## src/rtl/capcmp_pkg.sv

```systemverilog
package capcmp_pkg;
  localparam logic [2:0] A_CTRL   = 3'd0;
  localparam logic [2:0] A_STATUS = 3'd1;
  localparam logic [2:0] A_CNT_HI = 3'd2;
  localparam logic [2:0] A_CNT_LO = 3'd3;
  localparam logic [2:0] A_CAP_HI = 3'd4;
  localparam logic [2:0] A_CAP_LO = 3'd5;
  localparam logic [2:0] A_CMP_HI = 3'd6;
  localparam logic [2:0] A_CMP_LO = 3'd7;

  localparam int B_EDGE_RISE = 0;
  localparam int B_OUT_LEVEL = 1;
  localparam int B_IE_CAP    = 4;
  localparam int B_IE_CMP    = 5;
  localparam int B_IE_WRAP   = 6;

  localparam int F_CAP  = 0;
  localparam int F_CMP  = 1;
  localparam int F_WRAP = 2;

  typedef struct packed {
    logic ie_wrap;
    logic ie_cmp;
    logic ie_cap;
    logic out_level;
    logic edge_rise;
  } ctrl_t;
endpackage

```

## src/rtl/capcmp_counter.sv

```systemverilog
module capcmp_counter #(
  parameter int CNT_W = 16,
  parameter int DIV   = 1,
  localparam int HALF = CNT_W / 2
) (
  input  logic             clk,
  input  logic             rst_i,
  input  logic             rd_hi,
  output logic [CNT_W-1:0] cnt,
  output logic             tick,
  output logic             wrap_evt,
  output logic [HALF-1:0]  lo_latch
);
  logic [CNT_W-1:0] cnt_q, cnt_d;
  logic [HALF-1:0]  lo_q, lo_d;

  generate
    if (DIV <= 1) begin : g_nodiv
      assign tick = 1'b1;
    end else begin : g_div
      localparam int PRE_W = $clog2(DIV);
      logic [PRE_W-1:0] pre_q, pre_d;
      assign tick = (pre_q == PRE_W'(DIV - 1));
      always_comb pre_d = tick ? '0 : pre_q + 1'b1;
      always_ff @(posedge clk or negedge rst_i) begin
        if (!rst_i) pre_q <= '0;
        else        pre_q <= pre_d;
      end
    end
  endgenerate

  always_comb begin
    cnt_d = cnt_q;
    if (tick) cnt_d = cnt_q + 1'b1;
    lo_d = lo_q;
    if (rd_hi) lo_d = cnt_q[HALF-1:0];
  end

  always_ff @(posedge clk or negedge rst_i) begin
    if (!rst_i) begin
      cnt_q <= '0;
      lo_q  <= '0;
    end else begin
      cnt_q <= cnt_d;
      lo_q  <= lo_d;
    end
  end

  assign cnt      = cnt_q;
  assign lo_latch = lo_q;
  assign wrap_evt = tick && (cnt_q == {CNT_W{1'b1}});

  assert_count_step_R1: assert property (@(posedge clk) disable iff (!rst_i)
    tick |=> cnt_q == $past(cnt_q) + 1'b1);
  assert_count_hold_R1: assert property (@(posedge clk) disable iff (!rst_i)
    !tick |=> $stable(cnt_q));
  assert_lo_snapshot_R2: assert property (@(posedge clk) disable iff (!rst_i)
    rd_hi |=> lo_q == $past(cnt_q[HALF-1:0]));
endmodule

```

## src/rtl/capcmp_capture.sv

```systemverilog
module capcmp_capture #(
  parameter int CNT_W = 16
) (
  input  logic             clk,
  input  logic             rst_i,
  input  logic             cap_in,
  input  logic             edge_rise,
  input  logic [CNT_W-1:0] cnt,
  output logic [CNT_W-1:0] cap_val,
  output logic             cap_evt
);
  logic sync1_q, sync2_q, prev_q;
  logic [CNT_W-1:0] cap_q, cap_d;

  always_comb begin
    cap_evt = edge_rise ? (sync2_q && !prev_q) : (!sync2_q && prev_q);
    cap_d   = cap_evt ? cnt : cap_q;
  end

  always_ff @(posedge clk or negedge rst_i) begin
    if (!rst_i) begin
      sync1_q <= 1'b0;
      sync2_q <= 1'b0;
      prev_q  <= 1'b0;
      cap_q   <= '0;
    end else begin
      sync1_q <= cap_in;
      sync2_q <= sync1_q;
      prev_q  <= sync2_q;
      cap_q   <= cap_d;
    end
  end

  assign cap_val = cap_q;

  assert_capture_takes_count_R3: assert property (@(posedge clk) disable iff (!rst_i)
    cap_evt |=> cap_q == $past(cnt));
  assert_capture_holds_R3: assert property (@(posedge clk) disable iff (!rst_i)
    !cap_evt |=> $stable(cap_q));
endmodule

```

## src/rtl/capcmp_compare.sv

```systemverilog
module capcmp_compare #(
  parameter int CNT_W = 16,
  localparam int HALF = CNT_W / 2
) (
  input  logic             clk,
  input  logic             rst_i,
  input  logic             tick,
  input  logic [CNT_W-1:0] cnt,
  input  logic             wr_hi,
  input  logic             wr_lo,
  input  logic [HALF-1:0]  wdata,
  input  logic             level,
  output logic [CNT_W-1:0] cmp_val,
  output logic             match_evt,
  output logic             pin
);
  logic [HALF-1:0]  stage_q, stage_d;
  logic [CNT_W-1:0] cmp_q, cmp_d;
  logic             pin_q, pin_d;

  always_comb begin
    match_evt = tick && (cnt == cmp_q) && !wr_lo;
    stage_d   = wr_hi ? wdata : stage_q;
    cmp_d     = wr_lo ? {stage_q, wdata} : cmp_q;
    pin_d     = match_evt ? level : pin_q;
  end

  always_ff @(posedge clk or negedge rst_i) begin
    if (!rst_i) begin
      stage_q <= '0;
      cmp_q   <= '0;
      pin_q   <= 1'b0;
    end else begin
      stage_q <= stage_d;
      cmp_q   <= cmp_d;
      pin_q   <= pin_d;
    end
  end

  assign cmp_val = cmp_q;
  assign pin     = pin_q;

  assert_pin_level_R6: assert property (@(posedge clk) disable iff (!rst_i)
    match_evt |=> pin_q == $past(level));
  assert_pin_steady_R6: assert property (@(posedge clk) disable iff (!rst_i)
    !match_evt |=> $stable(pin_q));
  assert_no_match_on_write_R7: assert property (@(posedge clk) disable iff (!rst_i)
    wr_lo |-> !match_evt);
  assert_cmp_only_on_low_R7: assert property (@(posedge clk) disable iff (!rst_i)
    !wr_lo |=> $stable(cmp_q));
endmodule

```

## src/rtl/capcmp_timer.sv

```systemverilog
module capcmp_timer #(
  parameter int CNT_W = 16,
  parameter int DIV   = 1
) (
  input  logic       clk,
  input  logic       rst_n,
  input  logic       cap_in,
  input  logic [2:0] bus_addr,
  input  logic       bus_wr,
  input  logic       bus_rd,
  input  logic [7:0] bus_wdata,
  output logic [7:0] bus_rdata,
  output logic       cmp_out,
  output logic       irq
);
  import capcmp_pkg::*;
  localparam int HALF = CNT_W / 2;

  logic [1:0] rst_sync_q;
  logic       rst_i;

  always_ff @(posedge clk or negedge rst_n) begin
    if (!rst_n) rst_sync_q <= 2'b00;
    else        rst_sync_q <= {rst_sync_q[0], 1'b1};
  end
  assign rst_i = rst_sync_q[1] && rst_n;

  logic [CNT_W-1:0] cnt, cap_val, cmp_val;
  logic [HALF-1:0]  lo_latch;
  logic             tick, wrap_evt, cap_evt, match_evt;
  logic             rd_hi, wr_ctrl, wr_stat, wr_cmp_hi, wr_cmp_lo;
  ctrl_t            ctrl_q, ctrl_d;
  logic [2:0]       flag_q, flag_d, flag_set;

  always_comb begin
    rd_hi     = bus_rd && (bus_addr == A_CNT_HI);
    wr_ctrl   = bus_wr && (bus_addr == A_CTRL);
    wr_stat   = bus_wr && (bus_addr == A_STATUS);
    wr_cmp_hi = bus_wr && (bus_addr == A_CMP_HI);
    wr_cmp_lo = bus_wr && (bus_addr == A_CMP_LO);
  end

  capcmp_counter #(.CNT_W(CNT_W), .DIV(DIV)) u_counter (
    .clk(clk), .rst_i(rst_i), .rd_hi(rd_hi), .cnt(cnt),
    .tick(tick), .wrap_evt(wrap_evt), .lo_latch(lo_latch));

  capcmp_capture #(.CNT_W(CNT_W)) u_capture (
    .clk(clk), .rst_i(rst_i), .cap_in(cap_in), .edge_rise(ctrl_q.edge_rise),
    .cnt(cnt), .cap_val(cap_val), .cap_evt(cap_evt));

  capcmp_compare #(.CNT_W(CNT_W)) u_compare (
    .clk(clk), .rst_i(rst_i), .tick(tick), .cnt(cnt),
    .wr_hi(wr_cmp_hi), .wr_lo(wr_cmp_lo), .wdata(bus_wdata[HALF-1:0]),
    .level(ctrl_q.out_level), .cmp_val(cmp_val), .match_evt(match_evt),
    .pin(cmp_out));

  always_comb begin
    ctrl_d = ctrl_q;
    if (wr_ctrl) begin
      ctrl_d.edge_rise = bus_wdata[B_EDGE_RISE];
      ctrl_d.out_level = bus_wdata[B_OUT_LEVEL];
      ctrl_d.ie_cap    = bus_wdata[B_IE_CAP];
      ctrl_d.ie_cmp    = bus_wdata[B_IE_CMP];
      ctrl_d.ie_wrap   = bus_wdata[B_IE_WRAP];
    end
    flag_set = '0;
    flag_set[F_CAP]  = cap_evt;
    flag_set[F_CMP]  = match_evt;
    flag_set[F_WRAP] = wrap_evt;
    flag_d = flag_q;
    if (wr_stat) flag_d = flag_q & ~bus_wdata[2:0];
    flag_d = flag_d | flag_set;
  end

  always_ff @(posedge clk or negedge rst_i) begin
    if (!rst_i) begin
      ctrl_q <= '0;
      flag_q <= '0;
    end else begin
      ctrl_q <= ctrl_d;
      flag_q <= flag_d;
    end
  end

  always_comb begin
    bus_rdata = '0;
    case (bus_addr)
      A_CTRL: begin
        bus_rdata[B_EDGE_RISE] = ctrl_q.edge_rise;
        bus_rdata[B_OUT_LEVEL] = ctrl_q.out_level;
        bus_rdata[B_IE_CAP]    = ctrl_q.ie_cap;
        bus_rdata[B_IE_CMP]    = ctrl_q.ie_cmp;
        bus_rdata[B_IE_WRAP]   = ctrl_q.ie_wrap;
      end
      A_STATUS: bus_rdata[2:0] = flag_q;
      A_CNT_HI: bus_rdata = cnt[CNT_W-1:HALF];
      A_CNT_LO: bus_rdata = lo_latch;
      A_CAP_HI: bus_rdata = cap_val[CNT_W-1:HALF];
      A_CAP_LO: bus_rdata = cap_val[HALF-1:0];
      A_CMP_HI: bus_rdata = cmp_val[CNT_W-1:HALF];
      default:  bus_rdata = cmp_val[HALF-1:0];
    endcase
  end

  assign irq = (flag_q[F_CAP]  && ctrl_q.ie_cap) ||
               (flag_q[F_CMP]  && ctrl_q.ie_cmp) ||
               (flag_q[F_WRAP] && ctrl_q.ie_wrap);

  assert_cap_flag_R4: assert property (@(posedge clk) disable iff (!rst_i)
    cap_evt |=> flag_q[F_CAP]);
  assert_cmp_flag_R5: assert property (@(posedge clk) disable iff (!rst_i)
    match_evt |=> flag_q[F_CMP]);
  assert_wrap_flag_R8: assert property (@(posedge clk) disable iff (!rst_i)
    wrap_evt |=> flag_q[F_WRAP]);
  assert_w1c_clears_R9: assert property (@(posedge clk) disable iff (!rst_i)
    (wr_stat && bus_wdata[F_CAP] && !cap_evt) |=> !flag_q[F_CAP]);
  assert_w0_keeps_R9: assert property (@(posedge clk) disable iff (!rst_i)
    (flag_q[F_WRAP] && !(wr_stat && bus_wdata[F_WRAP])) |=> flag_q[F_WRAP]);
  assert_irq_quiet_R10: assert property (@(posedge clk) disable iff (!rst_i)
    (flag_q == 3'b000) |-> !irq);
  always_comb begin
    if (!rst_n) assert_reset_quiet_R11: assert (!irq && !cmp_out);
  end
endmodule

```

## config.mk

```make
export PLATFORM = sky130hd
export DESIGN_NAME = capcmp_timer
export DESIGN_NICKNAME = d
export VERILOG_FILES = /design/src/rtl/capcmp_pkg.sv /design/src/rtl/capcmp_counter.sv /design/src/rtl/capcmp_capture.sv /design/src/rtl/capcmp_compare.sv /design/src/rtl/capcmp_timer.sv
export SDC_FILE = /design/constraint.sdc
export NUM_CORES = 1
export LEC_CHECK = 0
export ABC_AREA = 1
export BUFFER_PORTS_ARGS = -buffer_cell sky130_fd_sc_hd__buf_2
export CAP_MARGIN = 10
export CELL_PAD_IN_SITES_DETAIL_PLACEMENT = 0
export CELL_PAD_IN_SITES_GLOBAL_PLACEMENT = 2
export CORE_UTILIZATION = 36
export CTS_BUF_LIST = sky130_fd_sc_hd__clkbuf_8 sky130_fd_sc_hd__clkbuf_16
export DETAILED_ROUTE_END_ITERATION = 8
export GPL_ROUTABILITY_DRIVEN = 0
export PLACE_DENSITY_LB_ADDON = 0.15
export SLEW_MARGIN = 20
export SYNTH_ARGS = -nofsm -noshare
export SYNTH_HDL_FRONTEND = slang
export SYNTH_SLANG_ARGS = --single-unit
export TNS_END_PERCENT = 10
```

## constraint.sdc

```tcl
create_clock -name clk -period 2.61 [get_ports clk]
set_clock_uncertainty 0.1 [all_clocks]
set_input_delay 0.1305 -clock clk [delete_from_list [all_inputs] [get_ports clk]]
set_output_delay 0.1305 -clock clk [all_outputs]
set_load 0.1 [all_outputs]
```

==> results of run 1 <==
## registers in the layout, summed over array words and instances, names as in the netlist
register,flops
u_counter.cnt,16
u_capture.cap_val,16
ctrl_q,5
u_compare.pin,1
rst_sync_q,2
flag_q,3
u_counter.lo_latch,8
u_capture.sync2_q,1
u_compare.stage_q,8
u_compare.cmp_val,16
u_capture.sync1_q,1
u_capture.prev_q,1
## area by class of cell
type	instances	area share [%]
tap	133	3.83
inverter	71	6.15
clock buffer	9	2.85
timing repair buffer	39	6.21
multi-input combinational	298	34.4
sequential	78	44.9
clock inverter	7	1.70
## worst max-delay path by stage
stage / slack [ns] / cells past startpoint / startpoint / end
floorplan: 0.22 / 2 / rst_sync_q[1]$_DFF_PN0_ / ctrl_q[0]$_DFFE_PN0P_
global placement: 0.75 / 7 / bus_addr[1] / bus_rdata[3]
detailed placement: 0.71 / 7 / bus_addr[1] / bus_rdata[3]
CTS: 0.62 / 5 / u_counter.cnt[8]$_DFF_PN0_ / bus_rdata[0]
global route: 0.53 / 5 / u_counter.cnt[8]$_DFF_PN0_ / bus_rdata[0]
finish: 0.63 / 5 / u_counter.cnt[8]$_DFF_PN0_ / bus_rdata[0]
## power breakdown
group	internal, mW	total, mW	switching, mW
clock	0.445	0.917	0.472
combinational	0.163	0.591	0.428
sequential	1.35	1.45	0.102
total	1.95	2.96	1.00
## critical path, delay by kind of cell (launching register included)
family / cells / cell delay (ns)
AO/OA/AOI/OAI: 2 / 0.24
buffers and inverters: 2 / 0.60
flip-flops: 1 / 0.50
AND/OR/NAND/NOR: 1 / 0.07
## layer usage
metal	track usage (%)	part of all wire, %
met1	27.5	53
met2	27.6	44
met5	0	0
met4	4.59	1.0
met3	3.13	2.5
## cells in the mapped netlist
master    number
ha_1           1
buf_1          1
conb_1         1
nor3_4         3
nor3_2         1
nand4_1        3
nand3_1       10
nor3b_1        1
nor2_4         3
dfrtp_1       78
nor3_1         5
inv_2          3
buf_6          2
a21oi_1        2
inv_1         68
nand4_2        2
o21ai_0       62
clkbuf_1       3
nand2_1      143
o211ai_1       4
nand3_2        2
buf_4          1
xor2_1        11
o21ai_2        8
buf_2          1
o22ai_1        9
xnor2_1        3
nand2_2        5
nor2_1        18
nor2_2         1
## logic make-up (layout without fill, tap and decap cells)
group | count (synthesis) | in the layout | share of synthesized area (%)
AOI/OAI and AO/OA | 85 | 85 | 12.7
xor gates and xnor gates | 14 | 14 | 3.26
adders and majority gates | 1 | 1 | 0.332
buffers and inverters | 79 | 126 | 8.41
DFF | 78 | 78 | 51.8
other | 1 | 1 | 0.0996
and+or+nand+nor | 197 | 197 | 23.4
## stage by stage
stage | total power [mW] | setup slack [ns] | hold WS, ns | instances | cell area (um^2)
final | 2.96 | 0.635 | 0.129 | 635 | 4350
after global routing | 3.14 | 0.532 | 0.130 | 635 | 4350
after CTS | 3.00 | 0.619 | 0.119 | 635 | 4350
after detailed placement | 2.06 | 0.710 | -0.175 | 608 | 4040
after global placement | 2.05 | 0.754 | -0.178 | 608 | 4040
after floorplan | 1.89 | 0.223 | -0.265 | 455 | 3760
==> summary.md, run 1 <==
| Metric | Value |
|---|---|
| Rows | 36 |
| Setup CP Type | register to primary output |
| Worst-case reg-to-reg path depth | 6 |
| Slowest stage delay, CP | 0.50 ns |
| Commonest cells after routing, fill and taps aside | nand2_1 (143), dfrtp_1 (78), inv_1 (68), o21ai_0 (62), buf_2 (25) |
| RSZ-0062 raised after global routing | false |
| WP data arrival | 1.74 ns |
| H-Tree Level Count | 3 |
| Area of the multi-input gates | 0.00150 mm^2 |
| FF-to-FF setup slack | 0.98 ns |
| Slew HR | 60.1% |
| Initial core utilization | 37.8% |
| Crit path cell chain | inv_1 -> o22ai_1 -> nor2_1 -> o211ai_1 -> buf_2 |
| Top achievable clock speed | 506 MHz |
| Worst reg2reg path endpoint | u_counter.cnt[12]$_DFF_PN0_ |
| Share of layout cells above drive strength 1 | 14.3% |
| Core area | 0.00995 mm^2 |
| Startpoint Class | register |
| Count of input and output buffers | 25 |
| Die X | 104 um |
| Final Hold Vio Count | 0 |
| Area leader, netlist | dfrtp_1 |
| PD cells | 680 mW/mm^2 |
| Clk root buf | clkbuf_8 |
| CTS tree | built |
| DRC Markers | 0 |
| Outcome | finished, final reports clean |
| Worst Path Max Fanout | 5 |
| Core Util, Final | 43.7% |
| Area grow syn2layout | 15.6% |
| Tot GR Track Use | 18.4% |
| Cts repair resizes | 0 |
| Period minus WS final | 1.98 ns |
| Yosys top cell area share | 51.8% |
| Final antenna-violating net count | 0 |
| Avg Synthesized Cell Area | 8.27 um^2 |
| Drt first pass iters | 4 |
| Antenna violations before repair | 0 |
| Hold Path Depth | 4 |
| Routed WL | 9190 um |
| Register area share after synthesis | 51.8% |
| Worst VDD drop | 0.377 mV |
| Synth Net Count | 472 |
| Setup TNS | 0 ns |
| Largest net degree at the start of global routing | 44 |
| R2R Path Start | u_counter.cnt[0]$_DFF_PN0_ |
| First-pass GRT wire length | 15400 um |
| Synth cell types | 30 |
| Worst Setup End Kind | primary output |
| DR vias/cell | 4.54 |
| Max-cap violations | 0 |
| Final Setup Violations | 0 |
| CTS Buf Count | 9 |
| Layout Nets | 514 |
| Commonest non-fill, non-tap cell in the layout | nand2_1 |
| DR iter-0 viols | 95 |
| Gr ovfl total | 0 |
| Via Count | 2880 |
| Syn Std Cell Area | 0.00376 mm^2 |
| Synth top area cells | dfrtp_1 (52%), nand2_1 (14%), o21ai_0 (8.2%), inv_1 (6.8%), xor2_1 (2.6%) |
| Hold EP | flag_q[2]$_DFF_PN0_ |
| IO Pins | 26 |
| Clk_lat worst skew | 0.35 ns |
| WL/cell | 14.5 um |
| Seq cells post-synth | 78 |
| Slew of the pin with the lowest slew margin | 0.598 ns |
| Setup Fix Bufs, Post-CTS | 0 |
| CP max stage cell | dfrtp_1 |
| Hold/Removal Path Class | input port to register |
| Max clock buf depth | 2 |
| Max Slew Vio Count | 0 |
| Ys Warns | 0 |
| Sinks on Clock Net | 78 |
| FF/Latch Area | 0.00195 mm^2 |
| HP Start | bus_wr |
| Worst Path Required | 2.38 ns |
| Cts hold-fix bufs | 11 |
| N_diodes | 0 |
| CTS clk-pin slew, worst paths | 0.08 ns |
| Final HPWL DP | 6890 um |
| Synthesized instance count | 455 |
| Crit share post-route | 75.7% |
| LEAKAGE | 2.11 nW |
| Die H | 104 um |
| Fillers | 1035 |
| DIE AREA | 0.0109 mm^2 |
| Vias in the first global route | 2854 |
No activity file was read; power rests on OpenSTA's default activity.
==> run 2: changes to the inputs <==
==> constraint.sdc (replaced) <==
create_clock -name clk -period 1.95 [get_ports clk]
set_clock_uncertainty 0.1 [all_clocks]
set_input_delay 0.0975 -clock clk [delete_from_list [all_inputs] [get_ports clk]]
set_output_delay 0.0975 -clock clk [all_outputs]
set_load 0.1 [all_outputs]
==> run 2 against run 1 <==
  * First-iteration DRC count grew 41%
  * Largest power group unchanged
  * Global-route usage up 0.27 points
  * Register-to-register slack lost 0.62 ns
  * Clock power increased by 25%
  * Largest cell class unchanged
==> summary.md, run 2 (synthesized netlist as in run 1, its figures left out) <==
| Metric | Value |
|---|---|
| Place WS | 0.299 ns (was 0.710 ns) |
| Tot GR Track Use | 18.7% (was 18.4%) |
| Hold/Removal Path Class | input port to register (unchanged) |
| Top achievable clock speed | 562 MHz |
| Slew of the pin with the lowest slew margin | 0.556 ns (was 0.598 ns) |
| RSZ-0062 raised after global routing | false (unchanged) |
| Drt first pass iters | 4 (unchanged) |
| Via Count | 2945 (was 2880) |
| Met2 Use GR | 27.4% (was 27.6%) |
| Placed cell areas | 0.00419 mm^2 (was 0.00404 mm^2) |
| Routed WL | 9560 um (was 9190 um) |
| Commonest cells after routing, fill and taps aside | nand2_1 (143), dfrtp_1 (78), inv_1 (66), o21ai_0 (62), nor2_1 (18) (was nand2_1 (143), dfrtp_1 (78), inv_1 (68), o21ai_0 (62), buf_2 (25)) |
| Critical path buffers and inverters | 2 (unchanged) |
| Worst Path Max Fanout | 4 (was 5) |
| Worst Setup End Kind | primary output (unchanged) |
| Post-Layout Cell Count | 637 (was 635) |
| Post-route setup slack | 0.170 ns (was 0.635 ns) |
| Clk_lat worst skew | 0.36 ns (was 0.35 ns) |
| Initial core utilization | 37.8% (unchanged) |
| Count of input and output buffers | 25 (unchanged) |
| Crit share post-route | 91.3% |
| Sinks on Clock Net | 78 (unchanged) |
| H-Tree Level Count | 3 (unchanged) |
| Share of layout cells above drive strength 1 | 15.1% (was 14.3%) |
| DR vias/cell | 4.62 (was 4.54) |
| Rows | 36 (unchanged) |
| Worst hold margin | 0.0556 ns (was 0.129 ns) |
| Period minus WS final | 1.78 ns |
| Antenna violations before repair | 0 (unchanged) |
| N_diodes | 0 (unchanged) |
| Core area | 0.00995 mm^2 (unchanged) |
| LEAKAGE | 2.14 nW (was 2.11 nW) |
| Final Hold Vio Count | 0 (unchanged) |
| Largest net degree at the start of global routing | 35 (was 44) |
| Crit path cell chain | inv_1 -> o22ai_1 -> nor2_1 -> o211ai_1 -> buf_12 (was inv_1 -> o22ai_1 -> nor2_1 -> o211ai_1 -> buf_2) |
| Routing usage on met3 | 3.07% (was 3.13%) |
| CTS clk-pin slew, worst paths | 0.09 ns (was 0.08 ns) |
| Max clock buf depth | 2 (unchanged) |
| Met1 Use GR | 28.1% (was 27.5%) |
| Vias in the first global route | 2787 (was 2854) |
| Final antenna-violating net count | 0 (unchanged) |
| Placed Instances | 610 (was 608) |
| Worst VDD drop | 0.442 mV (was 0.377 mV) |
| Final HPWL DP | 7220 um (was 6890 um) |
| DIE AREA | 0.0109 mm^2 (unchanged) |
| CP max stage cell | dfrtp_1 (unchanged) |
| PD cells | 886 mW/mm^2 (was 680 mW/mm^2) |
| Setup CP Type | register to primary output (unchanged) |
| WP data arrival | 1.58 ns (was 1.74 ns) |
| Area of the multi-input gates | 0.00150 mm^2 (unchanged) |
| Final Setup Violations | 0 (unchanged) |
| Startpoint Class | register (unchanged) |
| Gr ovfl total | 0 (unchanged) |
| Max Slew Vio Count | 0 (unchanged) |
| Global route hottest layer | met1 (was met2) |
| Worst Path Required | 1.75 ns (was 2.38 ns) |
| Layout Nets | 516 (was 514) |
| WL/cell | 15.0 um (was 14.5 um) |
| Fin area | 0.00449 mm^2 (was 0.00435 mm^2) |
| IO Pins | 26 (unchanged) |
| Area grow syn2layout | 19.2% (was 15.6%) |
| FF/Latch Area | 0.00195 mm^2 (unchanged) |
| Outcome | finished, final reports clean (unchanged) |
| Clk root buf | clkbuf_8 (unchanged) |
| Commonest non-fill, non-tap cell in the layout | nand2_1 (unchanged) |
| CTS tree | built (unchanged) |
| Die X | 104 um (unchanged) |
| Die H | 104 um (unchanged) |
| Max-cap violations | 0 (unchanged) |
| Slew HR | 62.9% (was 60.1%) |
| Fillers | 1033 (was 1035) |
| CTS Buf Count | 9 (unchanged) |
| DR iter-0 viols | 134 (was 95) |
| DRC Markers | 0 (unchanged) |
| Setup TNS | 0 ns (unchanged) |
| CP top delay family | flip-flops (was buffers and inverters) |
| First-pass GRT wire length | 15400 um (unchanged) |
| Slowest stage delay, CP | 0.45 ns (was 0.50 ns) |
## run 2: cell type report
| cell class | instances | share of cell area, % |
|---|---|---|
| Clock inverter | 6 | 1.03 |
| Multi-Input combinational cell | 298 | 33.4 |
| Inverter | 71 | 6.02 |
| Clock buffer | 10 | 3.07 |
| Tap cell | 133 | 3.71 |
| Sequential cell | 78 | 43.5 |
| Timing Repair Buffer | 41 | 9.31 |
## run 2: final timing paths
path	from	to	slack (ns)	depth (start not counted)
worst max-delay path	u_counter.cnt[8]$_DFF_PN0_	bus_rdata[0]	0.17	5
worst min-delay path	bus_addr[1]	u_compare.cmp_val[0]$_DFFE_PN0P_	0.06	3
worst max register to register	u_counter.cnt[13]$_DFF_PN0_	u_compare.pin$_DFFE_PN0P_	0.36	9
worst min register to register	rst_sync_q[1]$_DFF_PN0_	u_compare.cmp_val[15]$_DFFE_PN0P_	0.24	2
max in group asynchronous	rst_n	u_capture.cap_val[1]$_DFFE_PN0P_	0.91	5
min in group asynchronous	rst_sync_q[1]$_DFF_PN0_	u_compare.cmp_val[15]$_DFFE_PN0P_	0.24	2
## run 2: what timing repair did
item | 4_1_cts | 5_1_grt
setup buffers | 0 | 0
endpoints found under the setup margin | 0 | 1
hold endpoints to repair | 45 | 0
gates resized for setup | 0 | 1
hold buffers | 11 | 0
## run 2: per-stage QoR
step / utilization, % / total power, mW
after floorplan: - / 2.52
after global placement: 42.1 / 2.84
after detailed placement: 42.1 / 2.85
after CTS: 45.1 / 4.03
after global routing: 45.1 / 4.21
final: 45.1 / 3.97
## run 2: routing by layer
layer | vias to the layer above | routed length [um]
met1 | 1377 | 5020
met2 | 39 | 4200
met3 | 8 | 234
met5 | - | 0
met4 | 0 | 107
li1 | 1521 | -
## run 2: worst min-delay path, cell delays in order
cell     delay, ns
buf_2         0.12
nand4_2       0.15
o21ai_0       0.09
## run 2: where the power goes
group          switching (mW)  leakage (nW)  internal, mW
clock network           0.646        0.0889         0.504
logic                   0.582          1.04         0.295
registers               0.145          1.02          1.80
